==> config.mk <==
export PLATFORM = sky130hd
export DESIGN_NAME = duo_pwm
export DESIGN_NICKNAME = d
export VERILOG_FILES = /design/src/rtl/duo_pwm.sv
export SDC_FILE = /design/constraint.sdc
export NUM_CORES = 1
export LEC_CHECK = 0
export ABC_AREA = 1
export CAP_MARGIN = 10
export CORE_UTILIZATION = 45
export CTS_CLUSTER_DIAMETER = 200
export DETAILED_ROUTE_END_ITERATION = 8
export DONT_BUFFER_PORTS = 1
export GPL_ROUTABILITY_DRIVEN = 0
export PLACE_DENSITY = 0.6
export SETUP_SLACK_MARGIN = 0.3
export SYNTH_ARGS = -nofsm -noshare
export SYNTH_HDL_FRONTEND = slang
export SYNTH_SLANG_ARGS = --single-unit
==> constraint.sdc <==
create_clock -name clk -period 9.35 [get_ports clk]
set_clock_uncertainty 0.2 [all_clocks]
set_input_delay 0.935 -clock clk [delete_from_list [all_inputs] [get_ports clk]]
set_output_delay 0.935 -clock clk [all_outputs]
set_load 0.02 [all_outputs]
==> src/rtl/duo_pwm.sv <==
module duo_pwm (
  input  logic        clk,
  input  logic        rst_n,
  input  logic [3:0]  bus_addr,
  input  logic        bus_we,
  input  logic [31:0] bus_wdata,
  output logic [31:0] bus_rdata,
  output logic        pwm_a,
  output logic        pwm_b
);
  localparam logic [31:0] CTRL_MASK = 32'h00FF_FF03;

  logic [31:0]      ctrl_q;
  logic [1:0][31:0] cfg_q;
  logic [1:0][31:0] live_q;
  logic [1:0][16:0] pos_q;
  logic [1:0]       act, wrap, pwm;
  logic [1:0]       word;
  logic             unused_lsb;

  assign word       = bus_addr[3:2];
  assign unused_lsb = ^bus_addr[1:0];

  always_ff @(posedge clk) begin
    if (!rst_n) begin
      ctrl_q <= '0;
      cfg_q  <= '0;
    end else if (bus_we) begin
      case (word)
        2'd0:    cfg_q[0] <= bus_wdata;
        2'd1:    cfg_q[1] <= bus_wdata;
        2'd2:    ctrl_q   <= bus_wdata & CTRL_MASK;
        default: ;
      endcase
    end
  end

  always_comb begin
    case (word)
      2'd0:    bus_rdata = cfg_q[0];
      2'd1:    bus_rdata = cfg_q[1];
      2'd2:    bus_rdata = ctrl_q;
      default: bus_rdata = '0;
    endcase
  end

  for (genvar c = 0; c < 2; c++) begin : g_ch
    logic [6:0]  div, pre;
    logic [16:0] pos, total;
    logic [31:0] live;
    logic        tick;

    assign div    = ctrl_q[8 + 8*c +: 7];
    assign act[c] = ctrl_q[15 + 8*c] & ctrl_q[c];
    assign total  = {1'b0, live[31:16]} + {1'b0, live[15:0]};
    assign tick   = (pre == div);
    assign wrap[c] = tick && ((total == 17'd0) || (pos == total - 17'd1));

    always_ff @(posedge clk) begin
      if (!rst_n) begin
        pre  <= '0;
        pos  <= '0;
        live <= '0;
      end else if (!act[c]) begin
        pre  <= '0;
        pos  <= '0;
        live <= cfg_q[c];
      end else begin
        pre <= tick ? 7'd0 : pre + 7'd1;
        if (wrap[c]) begin
          pos  <= '0;
          live <= cfg_q[c];
        end else if (tick) begin
          pos <= pos + 17'd1;
        end
      end
    end

    assign pwm[c]    = act[c] && (pos < {1'b0, live[31:16]});
    assign pos_q[c]  = pos;
    assign live_q[c] = live;
  end

  assign pwm_a = pwm[0];
  assign pwm_b = pwm[1];
endmodule

==> flow_summary.json <==
{
  "outcome": "finished, final reports clean",
  "crit_slowest_cell": "nand3_1",
  "ctsResizeCount": 0,
  "coreArea_um2": 27100,
  "yosys_register_bits": 194,
  "crit_arrival_ns": 4.70,
  "required_ns": 9.50,
  "slew_headroom_pct": 32.8,
  "cp_cell_sequence": "ha_1 > inv_1 > fa_1 > inv_1 > nand3_1 > nand2_1 > nand2_1 > nand3_1 > nand2_1 > nor2_1 > nand3_1 > nor2_1 > nand2_1 > nand2_1 > nand2_1 > nand2_1 > nor2_1 > nand3_1 > nand2_1 > nand2_2 > buf_4 > nand3_1 > a21oi_1",
  "firstDrtPassIters": 5,
  "rsz0062_at_grt": "false",
  "max_stage_delay_ns": 0.72,
  "drv_slew": 0,
  "vias": 11900,
  "routed_wl_um": 34700,
  "async_flop_share_pct": 0,
  "synthToLayoutAreaGrowth_pct": 6.68,
  "synth_top_flop_cell": "dfxtp_1",
  "clk_path_buf_depth": 2,
  "drive_above_1_share_pct": 3.41,
  "initial_utilization_pct": 46.2,
  "drt-initial-drc-count": 948,
  "r2r_cells": 23,
  "power_leakage_uw": 0.00585,
  "io_pins": 73,
  "finalSetupViolCount": 0,
  "path_max_fanout": 65,
  "cts_root_buf": "clkbuf_16",
  "drc": 0,
  "yosysUniqueCellTypes": 42,
  "grt_max_degree": 152,
  "synth_top_area_share_pct": 31.0,
  "synthCells": 1992,
  "place_hpwl_um": 26100,
  "synth.area.top_cells": "dfxtp_1, nand2_1, inv_1",
  "synth_edf_count": 0,
  "std_cell_rows": 60,
  "finalCritPeriodShare_pct": 48.6,
  "insertion_delay_ns": 0.44,
  "drtAntennaViolNets": 0,
  "hold_path_depth": 2,
  "cp-end-kind": "register",
  "ys.warnings.count": 0,
  "dieWidth_um": 169,
  "period_needed_ns": 4.54,
  "cts.htree.levels": 4,
  "synth_top_cell_by_area": "dfxtp_1",
  "postCtsHoldBufs": 0,
  "post-route-util_pct": 49.3,
  "max-vdd-ir-drop_uv": 138,
  "hp-class": "reg -> reg",
  "drv_cap": 0,
  "postCtsSetupBuffers": 0,
  "layout_commonest_cell": "nand2_1",
  "cp.depth": 23,
  "tightestPinTransition_ns": 0.997,
  "cp_common_cell": "nand2_1",
  "clk_pin_slew_ns": 0.08,
  "antenna_found_initial": 1,
  "crit_type": "reg -> reg",
  "overflow": 0,
  "final-hold-violation-count": 0,
  "cts_sinks": 194,
  "syn_avg_cell_area_um2": 6.28,
  "fp.dieArea_um2": 28500,
  "ys_seq_area_share_pct": 31.0,
  "tritoncts": "yes",
  "final_cell_mix": "nand2_1, inv_1, nor2_1",
  "p_per_area_nw_per_um2": 149,
  "clock.fmax_mhz": 220,
  "nets": 2060,
  "wire_per_inst_um": 14.8,
  "grt_use_total_pct": 24.8,
  "path_delay_family": "simple AND/OR/NAND/NOR gates",
  "vias_per_cell": 5.08,
  "start_kind": "register",
  "syn_area_um2": 12500,
  "die_h_um": 169,
  "io_buffer_count": 0,
  "grt_pass1_wl_um": 55900,
  "critPathBufInv": 3,
  "cts_buffers": 17,
  "grt_pass1_vias": 10800,
  "syn_nets": 2103,
  "final.setup.tns_ns": 0
}
## path summary, 6_finish.rpt
path / slack [ns] / to / startpoint
max: 4.81 / g_ch[0].pos[12] / g_ch[0].live[0]
min: 0.28 / cfg_q[62] / cfg_q[62]
max reg2reg: 4.81 / g_ch[0].pos[12] / g_ch[0].live[0]
min reg2reg: 0.28 / cfg_q[62] / cfg_q[62]
## flip-flops by register name, summed over array words and instances, names as in the netlist
| register | flops |
|---|---|
| cfg_q | 64 |
| ctrl_q | 18 |
| g_ch.live | 64 |
| g_ch.pos | 34 |
| g_ch.pre | 14 |
## layout make-up
type	count	area [um2]
well taps	372	465
fillers	2880	13800
clock inverters	14	170
clock buffers	18	439
repair buffers	10	75.1
flip-flops and latches	194	3880
diodes	1	2.50
multi-input cells	1441	7240
inverters	285	1070
## Yosys cell counts (all sizes together), types with 8 or more instances
cell type and number:
nand2 499, xnor2 26, a21oi 176, dfxtp 194
nand4 19, ha 70, nor2 251, clkbuf 48
nand3 194, o221ai 18, o21ai 107, inv 284
or2 8, buf 24, nand3b 9, nor3 13
xor2 18
## stage by stage
stage                     total power [uW]  instances  hold WS (ns)  setup slack, ns  area (um2)
after detailed placement              1250       2302         0.258             4.83       12700
after floorplan                       1180       1992         0.239             6.11       12500
after CTS                             2010       2334         0.269             4.80       13300
after global placement                1240       2302         0.254             4.91       12700
final                                 1990       2335         0.275             4.81       13400
after global routing                  2090       2334         0.291             4.25       13300
## layer usage
layer  routed length (um)  up-vias  global-route usage [%]
met5                    0        -                       0
met4                  607        0                    6.92
met3                 2010       31                    5.21
met1                16900     5297                    34.3
li1                     -     6308                       -
met2                15200      226                    38.8
## cell families (layout without fill, tap and decap cells)
family | after synthesis | after routing | synth area share [%]
AO/OA/AOI/OAI | 321 | 321 | 13.8
XOR/XNOR | 44 | 44 | 3.08
adder cells (fa/ha/maj) | 72 | 72 | 7.32
buffers and inverters | 357 | 327 | 11.2
flip-flops | 194 | 194 | 31.0
other | 0 | 1 | 0
AND/OR/NAND/NOR | 1004 | 1004 | 33.6
## power breakdown
group	switching, uW	internal, uW	leakage [uW]
Sequential	26.0	854	0.00158
Clock	371	391	0.000293
Combinational	237	114	0.00398
## worst min-delay path, stage by stage, from the launching register on
cell and delay, ns:
dfxtp_1 0.32, inv_1 0.06, a21oi_1 0.05
Note: power is estimated with default switching activity, not from simulation.
